**src/rtl/pp_pkg.sv**
```systemverilog
package pp_pkg;
   typedef logic [7:0] pix_t;

   typedef struct packed {
      logic [7:0][7:0] pix;   // pixel i at index i (i = x % 8)
      logic [7:0]      mask;  // bit (7-i) set when pixel i was plotted
      logic            bpp8;  // row layout: 1 = eight planes
   } row_t;
endpackage

```
**src/rtl/pp_color.sv**
```systemverilog
module pp_color (
   input  logic [7:0] color_i,
   input  logic [3:0] pal_hi_i,
   input  logic       odd_i,
   input  logic       dither_i,
   input  logic       bpp8_i,
   input  logic       pal4_i,
   output pp_pkg::pix_t pix_o
);
   logic [3:0] nib;

   assign nib = (dither_i && odd_i) ? color_i[7:4] : color_i[3:0];

   always_comb begin
      if (bpp8_i && !pal4_i)   pix_o = color_i;
      else if (bpp8_i)         pix_o = {pal_hi_i, nib};
      else                     pix_o = {4'h0, nib};
   end
endmodule

```
**src/rtl/pp_wb.sv**
```systemverilog
module pp_wb #(
   parameter int TILES_W = 32,
   parameter int TXW     = 5,
   parameter int YW      = 8,
   parameter int AW      = 16
) (
   input  logic               clk,
   input  logic               rst_n,
   input  logic               start_i,
   input  pp_pkg::row_t       row_i,
   input  logic [TXW-1:0]     tx_i,
   input  logic [YW-1:0]      ty_i,
   output logic               busy_o,
   output logic               mem_re_o,
   output logic               mem_we_o,
   output logic [AW-1:0]      mem_addr_o,
   output logic [7:0]         mem_wdata_o,
   input  logic [7:0]         mem_rdata_i
);
   pp_pkg::row_t   row_q;
   logic [TXW-1:0] tx_q;
   logic [YW-1:0]  ty_q;
   logic           busy_q, rd_ph_q;
   logic [2:0]     plane_q;
   logic           partial, last;
   logic [7:0]     newb, merged;
   logic [AW-1:0]  tile, tbase;

   assign partial = (row_q.mask != 8'hFF);
   assign last    = (plane_q == (row_q.bpp8 ? 3'd7 : 3'd3));

   for (genvar i = 0; i < 8; i++) begin : g_bit
      assign newb[7-i] = row_q.pix[i][plane_q];
   end

   assign merged = (newb & row_q.mask) | (mem_rdata_i & ~row_q.mask);

   assign tile  = AW'(ty_q[YW-1:3]) * AW'(TILES_W) + AW'(tx_q);
   assign tbase = row_q.bpp8 ? (tile << 6) : (tile << 5);

   assign mem_addr_o  = tbase + AW'({ty_q[2:0], 1'b0})
                      + AW'({plane_q[2:1], 4'b0000}) + AW'(plane_q[0]);
   assign mem_re_o    = busy_q && rd_ph_q;
   assign mem_we_o    = busy_q && !rd_ph_q;
   assign mem_wdata_o = partial ? merged : newb;
   assign busy_o      = busy_q;

   always_ff @(posedge clk or negedge rst_n) begin
      if (!rst_n) begin
         busy_q  <= 1'b0;
         rd_ph_q <= 1'b0;
         plane_q <= '0;
         row_q   <= '0;
         tx_q    <= '0;
         ty_q    <= '0;
      end else if (!busy_q) begin
         if (start_i) begin
            busy_q  <= 1'b1;
            row_q   <= row_i;
            tx_q    <= tx_i;
            ty_q    <= ty_i;
            plane_q <= '0;
            rd_ph_q <= (row_i.mask != 8'hFF);
         end
      end else if (rd_ph_q) begin
         rd_ph_q <= 1'b0;
      end else begin
         if (last) busy_q <= 1'b0;
         else      plane_q <= plane_q + 3'd1;
         rd_ph_q <= partial;
      end
   end
endmodule

```
**src/rtl/pixel_plot.sv**
```systemverilog
module pixel_plot #(
   parameter int TILES_W = 32,
   parameter int TILES_H = 24,
   parameter int AW      = 16,
   localparam int XW     = $clog2(TILES_W * 8),
   localparam int YW     = $clog2(TILES_H * 8),
   localparam int TXW    = XW - 3
) (
   input  logic          clk,
   input  logic          rst_n,
   input  logic          load_i,
   input  logic [XW-1:0] load_x_i,
   input  logic [YW-1:0] load_y_i,
   input  logic          plot_i,
   input  logic          flush_i,
   input  logic [7:0]    color_i,
   input  logic [3:0]    pal_hi_i,
   input  logic          dither_i,
   input  logic          bpp8_i,
   input  logic          pal4_i,
   output logic          stall_o,
   output logic [XW-1:0] x_o,
   output logic [YW-1:0] y_o,
   output logic          mem_re_o,
   output logic          mem_we_o,
   output logic [AW-1:0] mem_addr_o,
   output logic [7:0]    mem_wdata_o,
   input  logic [7:0]    mem_rdata_i
);
   if (TILES_W < 2 || (TILES_W & (TILES_W - 1)) != 0) begin : g_bad_w
      $error("TILES_W must be a power of two of at least 2");
   end
   if (TILES_H < 2) begin : g_bad_h
      $error("TILES_H must be at least 2");
   end
   if ((64'(1) << AW) < 64'(TILES_W * TILES_H * 64)) begin : g_bad_aw
      $error("AW too narrow for the frame buffer");
   end

   logic [XW-1:0]   x_q;
   logic [YW-1:0]   y_q;
   logic [7:0]      mask_q;
   logic [7:0][7:0] pix_q, pix_ins;
   logic [TXW-1:0]  tagx_q;
   logic [YW-1:0]   tagy_q;
   logic            tbpp_q;

   pp_pkg::pix_t new_pix;
   pp_pkg::row_t snap;
   logic [2:0] slot;
   logic [7:0] bitm;
   logic tag_eq, empty, miss, fill, plot_flush, cmd_flush, need, take, accept;
   logic wb_busy;

   pp_color u_color (
      .color_i (color_i), .pal_hi_i (pal_hi_i), .odd_i (x_q[0] ^ y_q[0]),
      .dither_i (dither_i), .bpp8_i (bpp8_i), .pal4_i (pal4_i), .pix_o (new_pix)
   );

   assign slot   = x_q[2:0];
   assign bitm   = 8'h80 >> slot;
   assign tag_eq = (tagx_q == x_q[XW-1:3]) && (tagy_q == y_q) && (tbpp_q == bpp8_i);
   assign empty  = (mask_q == 8'h00);
   assign miss   = !empty && !tag_eq;
   assign fill   = !miss && ((mask_q | bitm) == 8'hFF);

   assign plot_flush = plot_i && (miss || fill);
   assign cmd_flush  = flush_i && !plot_i && !empty;
   assign need       = plot_flush || cmd_flush;
   assign stall_o    = need && wb_busy;
   assign take       = need && !wb_busy;
   assign accept     = plot_i && !stall_o;

   always_comb begin
      pix_ins       = pix_q;
      pix_ins[slot] = new_pix;
      if (miss || cmd_flush) snap = '{pix: pix_q,   mask: mask_q,        bpp8: tbpp_q};
      else                   snap = '{pix: pix_ins, mask: mask_q | bitm, bpp8: tbpp_q};
   end

   pp_wb #(.TILES_W(TILES_W), .TXW(TXW), .YW(YW), .AW(AW)) u_wb (
      .clk (clk), .rst_n (rst_n), .start_i (take), .row_i (snap),
      .tx_i (tagx_q), .ty_i (tagy_q), .busy_o (wb_busy),
      .mem_re_o (mem_re_o), .mem_we_o (mem_we_o), .mem_addr_o (mem_addr_o),
      .mem_wdata_o (mem_wdata_o), .mem_rdata_i (mem_rdata_i)
   );

   always_ff @(posedge clk or negedge rst_n) begin
      if (!rst_n) begin
         x_q    <= '0;
         y_q    <= '0;
         mask_q <= '0;
         pix_q  <= '0;
         tagx_q <= '0;
         tagy_q <= '0;
         tbpp_q <= 1'b0;
      end else begin
         if (load_i) begin
            x_q <= load_x_i;
            y_q <= load_y_i;
         end else if (accept) begin
            x_q <= x_q + 1'b1;
         end
         if (accept) begin
            if (miss)      mask_q <= bitm;
            else if (fill) mask_q <= 8'h00;
            else           mask_q <= mask_q | bitm;
            pix_q  <= pix_ins;
            tagx_q <= x_q[XW-1:3];
            tagy_q <= y_q;
            tbpp_q <= bpp8_i;
         end else if (take) begin
            mask_q <= 8'h00;
         end
      end
   end

   assign x_o = x_q;
   assign y_o = y_q;
endmodule

```
**config.mk**
```make
export PLATFORM = sky130hd
export DESIGN_NAME = pixel_plot
export DESIGN_NICKNAME = d
export VERILOG_FILES = /design/src/rtl/pp_pkg.sv /design/src/rtl/pp_color.sv /design/src/rtl/pp_wb.sv /design/src/rtl/pixel_plot.sv
export SDC_FILE = /design/constraint.sdc
export NUM_CORES = 1
export LEC_CHECK = 0
export ABC_AREA = 1
export BUFFER_PORTS_ARGS = -buffer_cell sky130_fd_sc_hd__buf_4
export CAP_MARGIN = 20
export CORE_UTILIZATION = 60
export DETAILED_ROUTE_END_ITERATION = 10
export PLACE_DENSITY = 0.87
export SYNTH_ARGS = -nofsm -noshare
export SYNTH_HDL_FRONTEND = slang
export SYNTH_HIERARCHICAL = 1
export SYNTH_SLANG_ARGS = --single-unit
```
**constraint.sdc**
```tcl
create_clock -name clk -period 3.4 [get_ports clk]
set_input_delay 0.51 -clock clk [delete_from_list [all_inputs] [get_ports clk]]
set_output_delay 0.51 -clock clk [all_outputs]
set_load 0.02 [all_outputs]
```
# Yosys cells after proc, flatten, opt, wreduce, memory -nomap -nowiden
# Cells that the tools add are included.
[word_totals]
mem_count = 0
ram_bits = 0
elab_cells = 130
latchBits = 0
register_bits = 193
mem_bits_ro = 0
[op_classes]
multipliers = 0
muxes = 43
n_reduce_logical = 32
eq_ne = 9
bitwise = 7
n_addsub = 6
n_div = 0
n_shift = 1
order_cmp = 3
[ops]
columns = ["op", "n"]
rows = [
  ["two-way mux 8 bit", 10],
  ["two-way mux 73 bit", 1],
  ["bitwise mux 64 bit", 1],
  ["binary-select mux 1 bit (select 3 bit)", 8],
  ["demux 8 bit (select 3 bit)", 1],
  ["adder 16 x 1 -> 16 bit", 1],
  ["adder 16 x 4 -> 16 bit", 1],
  ["adder 16 x 6 -> 16 bit", 1],
  ["bitwise AND 8 bit", 2],
  ["two-way mux 16 bit", 1],
  ["!= test 8 bit, second input constant", 2],
  ["OR 8 bit", 2],
  ["logical AND 1 bit", 15],
  ["two-way mux 1 bit", 15],
  ["two-way mux 3 bit", 5],
  ["adder 10 x 5 -> 11 bit", 1],
  ["adder 8 x 1 -> 8 bit, second input constant", 1],
  ["== test 8 bit", 1],
  ["== test 8 bit, second input constant", 1],
  ["logical NOT 1 bit", 8],
  ["logical NOT 8 bit", 1],
  ["less-than comparator 3 x 4 -> 1 bit, second input constant", 2],
  ["inverter 8 bit", 1],
  ["right shift 8 x 3 -> 8 bit, first input constant", 1],
  ["other kinds (13)", 18],
]

# Logic depth before layout (Yosys ltp)
[depth]
depth_word = 15
mapped_depth = 19

# Hierarchy
# Netlist, hierarchy kept.
[modules_own_cells]
columns = ["module", "cells_each", "instances", "seq_area_each_um2", "area_each_um2"]
rows = [
  ["pixel_plot", 869, 1, 2552.4, 6374.9],
  ["pp_wb", 494, 1, 2277.2, 4558.1],
  ["pp_color", 30, 1, 0.0, 151.4],
]

# Worst setup path after synthesis
# Ideal clock, no wire load.
[synth_path]
kind = "flip-flop to flip-flop"
startpoint = "register x_q[0], in the netlist x_o[0]"
endpoint = "register u_wb/row_q[11] (netlist name)"
arrival_time_ps = 2573
t_required_ps = 3275
path_buffers = 2
path_stages_with_launch = 17
setup_slack_ps = 702
path_cell_list = "dfrtp_1 clkbuf_2 inv_1 ha_1 inv_1 o21ai_0 nand2_1 nor3_1 nand3_1 nand2_2 nand2_1 nand2_1 nand2_1 inv_1 nand2_1 buf_2 mux2_2"
[synth_between]
elab_chain_cells = 9
elab_cells_between_ends = 21
classes_between = "order compare (2); eq/ne (1); shift (1); mux (7); bitwise (2); reduce/logical (8)"
[synth_lines]
columns = ["item", "line", "source"]
rows = [
  ["start: declaration", "pixel_plot.sv:40", "logic [XW-1:0] x_q;"],
  ["start signal: assignment", "pixel_plot.sv:99", "x_q <= load_x_i;"],
  ["start signal: assignment", "pixel_plot.sv:102", "x_q <= x_q + 1'b1;"],
  ["right shift 8 x 3 -> 8 bit", "pixel_plot.sv:61", "assign bitm = 8'h80 >> slot;"],
  ["OR 8 bit", "pixel_plot.sv:65", "assign fill = !miss && ((mask_q | bitm) == 8'hFF);"],
  ["== test 8 bit", "pixel_plot.sv:65", ""],
  ["logical AND 1 bit", "pixel_plot.sv:65", ""],
  ["logical OR 1 bit", "pixel_plot.sv:67", "assign plot_flush = plot_i && (miss || fill);"],
  ["logical AND 1 bit", "pixel_plot.sv:67", ""],
  ["logical OR 1 bit", "pixel_plot.sv:69", "assign need = plot_flush || cmd_flush;"],
  ["logical AND 1 bit", "pixel_plot.sv:71", "assign take = need && !wb_busy;"],
  ["named net take", "pixel_plot.sv:52", "logic tag_eq, empty, miss, fill, plot_flush, cmd_flush, need, take, accept;"],
  ["AND reduction 2 bit (no source line)", "--", ""],
  ["end signal: assignment", "pp_wb.sv:59", "row_q <= row_i;"],
  ["end: declaration", "pp_wb.sv:20", "pp_pkg::row_t row_q;"],
]
# The timed path passes the listed nets, and every way through them passes these cells.
# A chain may end at the register's enable or synchronous reset.

# Worst setup path after layout
[layout_path]
startpoint = "register x_q[1], in the netlist x_o[1]"
endpoint = "register u_wb/row_q[38] (netlist name)"
# The elaborated chain is that of the path after synthesis.

==> run metrics <==
reg-to-reg critical path startpoint=x_o[1]; die width=138 µm; Clock transition at path regs=70 ps; DRC viols=0; count leader, synth=nand2_1; element type at the critical path start=register; CTS Buffer Depth=2; top cells by instance count after synthesis=nand2_1, dfrtp_1, o21ai_0; # diodes=0; Critical Path Source=x_o[1]; Final Instance Area=12400 µm²; largest net degree at the start of global routing=107; first-pass GRT wire length=45.2 mm; synthesized netlist cell count=1393; Antenna Nets Post-Route=0; Comb pwr share=50.9%; root buffer cell=clkbuf_16; Synth area leaders=dfrtp_1, nand2_1, o21ai_2; R2R Setup Slk=300 ps; post-synth cell types=37; vias in the first global route=9078; Tmin final=3100 ps; layout overhead on the synthesized area=12.1%; antenna violations before repair=1; CP arrival=3430 ps; DIE AREA=19000 µm²; leak pwr=0.00605 µW; Slew HR=54.7%; Final Max Tran Viols=0; Overall Global Routing Usage=30.9%; syn avg cell area=7.96 µm²; setup tns final=0 ps; Via density=5.80; FF-to-FF End=u_wb/row_q[38]; DRT Pass-1 Iters=8; sw power=5860 µW; clk_skew=11.4 ps; Post-CTS Setup Inserts=0; Core ar.=18000 µm²; Routability Congestion=0.881; Filler Cell Count=1412; synth warn=6; WL/cell=16.7 µm; layout cell share with drive strength beyond 1=21.5%; CP endpoint kind=register; Main synth FF type=dfrtp_1; Critical Path RT=3720 ps; I/O Buffers=86; Layout Cells excl Fill=1685; slew of the pin with the lowest slew margin=679 ps; maximum fanout along the worst path=38; final setup vio count=0; VDD IR max=689 µV; HP Class=in2async; worst setup slack after placement=358 ps; Vert. Die Dim=138 µm; crit path to=u_wb/row_q[38]; Setup WS post-layout=296 ps; grt total ovfl=0; Syn Nets=1446; Reg power frac=32.2%; Initial Util=61.5%; CTS Hold Bufs=0; fmax=322 MHz; vias=9768; Layout Nets=1496; Post-Route WL=28.1 mm; clock tree sinks=193; Rows=49; Int Pwr=6620 µW; dpl cells=1653; Final Hold Viols=0; Clock Latency Late Sink=440 ps; worst r2r path cells=17; status=complete, no violations; RSZ-0062 raised after global routing=no; sequential area share after synthesis=43.6%; DRT iter0 DRCs=1025; H-tree depth=4; ys async rst share=100%; Resize count post-CTS=0; # IOs=87; Setup CP Type=reg2reg; area leader, netlist=dfrtp_1; Power Density=1000 nW/µm²; Post-synth EDFFs=0; placement-stage cell area=11800 µm²; fin crit share=91.3%; Clock power frac=16.9%; Synth top area share=43.6%; Net Sw Frac=46.9%; #FFs+latches synth=193; DP Wirelength=18.7 mm; synthesized area=11100 µm²; CTS tree=yes; CTS buffer count=17; MaxCap Viol Count=0
==> layout by cell type, fill, tap and decap left out, types with 2 or more instances in the layout <==
master / Yosys / layout
clkbuf_16: 0 / 17
buf_12: 0 / 6
nand2_1: 370 / 368
clkinvlp_4: 0 / 2
nor2_4: 2 / 2
nand3_1: 61 / 61
nor4_1: 2 / 2
a31oi_1: 2 / 2
nor3_1: 13 / 13
nand2_2: 11 / 10
o21ai_1: 5 / 5
bufinv_16: 0 / 2
o31ai_1: 4 / 4
inv_6: 1 / 3
o211ai_1: 14 / 14
a21oi_1: 62 / 62
buf_4: 5 / 98
o21ai_0: 146 / 146
dfrtp_1: 193 / 193
o21ai_2: 84 / 84
ha_1: 9 / 9
a21boi_0: 2 / 2
nor2_1: 109 / 109
inv_2: 8 / 8
o21bai_1: 3 / 3
clkinv_4: 0 / 3
nand4_1: 9 / 9
inv_1: 134 / 134
nor2_2: 3 / 3
xor2_1: 2 / 2
xnor2_1: 3 / 3
clkbuf_8: 0 / 7
nand2_4: 5 / 7
mux2_2: 58 / 58
==> registers in the layout (all words and copies together), names as in the netlist <==
signal	cells
pix_q	64
u_wb/tx_q	5
u_wb/ty_q	8
x_o	8
tagy_q	8
u_wb/row_q	73
u_wb/rd_ph_q	1
mask_q	8
tagx_q	5
tbpp_q	1
u_wb/busy_o	1
u_wb/plane_q	3
y_o	8
==> worst min path at each step <==
| stage | from | to | slack (ps) |
|---|---|---|---|
| floorplan | rst_n | mask_q[0] | 210 |
| global placement | u_wb/row_q[45] | u_wb/row_q[45] | 480 |
| detailed placement | u_wb/row_q[36] | u_wb/row_q[36] | 490 |
| CTS | rst_n | y_o[0] | 100 |
| global route | rst_n | y_o[0] | 120 |
| finish | rst_n | y_o[0] | 80 |
==> stage by stage <==
step	hold slack [ps]	util, %	power [µW]
global placement	482	65.4	9940
global route	118	68.9	13400
finish	77.1	68.9	12500
CTS	97.7	68.9	12400
floorplan	214	-	8560
detailed placement	490	65.4	10200
==> power by group through the flow <==
| stage | sequential (µW) | clock, µW | combinational [µW] |
|---|---|---|---|
| after floorplan | 3820 | 0 | 4740 |
| after global placement | 3960 | 0 | 5980 |
| after detailed placement | 4000 | 0 | 6210 |
| after CTS | 3980 | 2110 | 6290 |
| after global routing | 4130 | 2210 | 7020 |
| final | 4020 | 2100 | 6360 |
==> kinds of logic after synthesis <==
kind of cell | share of synthesized area (%)
xor gates and xnor gates | 0.395
and+or+nand+nor | 22.0
adders and majority gates | 1.02
buffers and inverters | 9.20
AOI/OAI and AO/OA | 17.9
DFF | 43.6
muxes | 5.89
==> routing by layer <==
layer | routed length, µm | up-vias | track usage, %
met2 | 13700 | 410 | 50.6
met3 | 2020 | 68 | 4.57
met4 | 770 | 0 | 12.3
met5 | 0 | - | 0
li1 | - | 4615 | -
met1 | 11600 | 4675 | 41.3
==> layout make-up <==
class	instances	area, µm²	area share (%)
inverter	144	546	4.39
clock buffer	23	508	4.09
tap	229	287	2.31
timing repair buffer	105	870	7.00
clock inverter	9	119	0.957
multi-input combinational	982	5260	42.4
sequential	193	4830	38.9
==> critical path, stage by stage, from the launching register on <==
cell and delay, ps:
dfrtp_1 480, inv_1 190, ha_1 200, inv_1 70, o21ai_0 250, nand2_1 80, nor3_1 160, nand3_1 110
nand2_2 110, nand2_1 60, nand2_1 80, nand2_1 190, inv_1 180, nand2_4 210, buf_12 260, buf_4 180
nor2_1 110, a21oi_1 60
(Power assumes the default switching activity.)
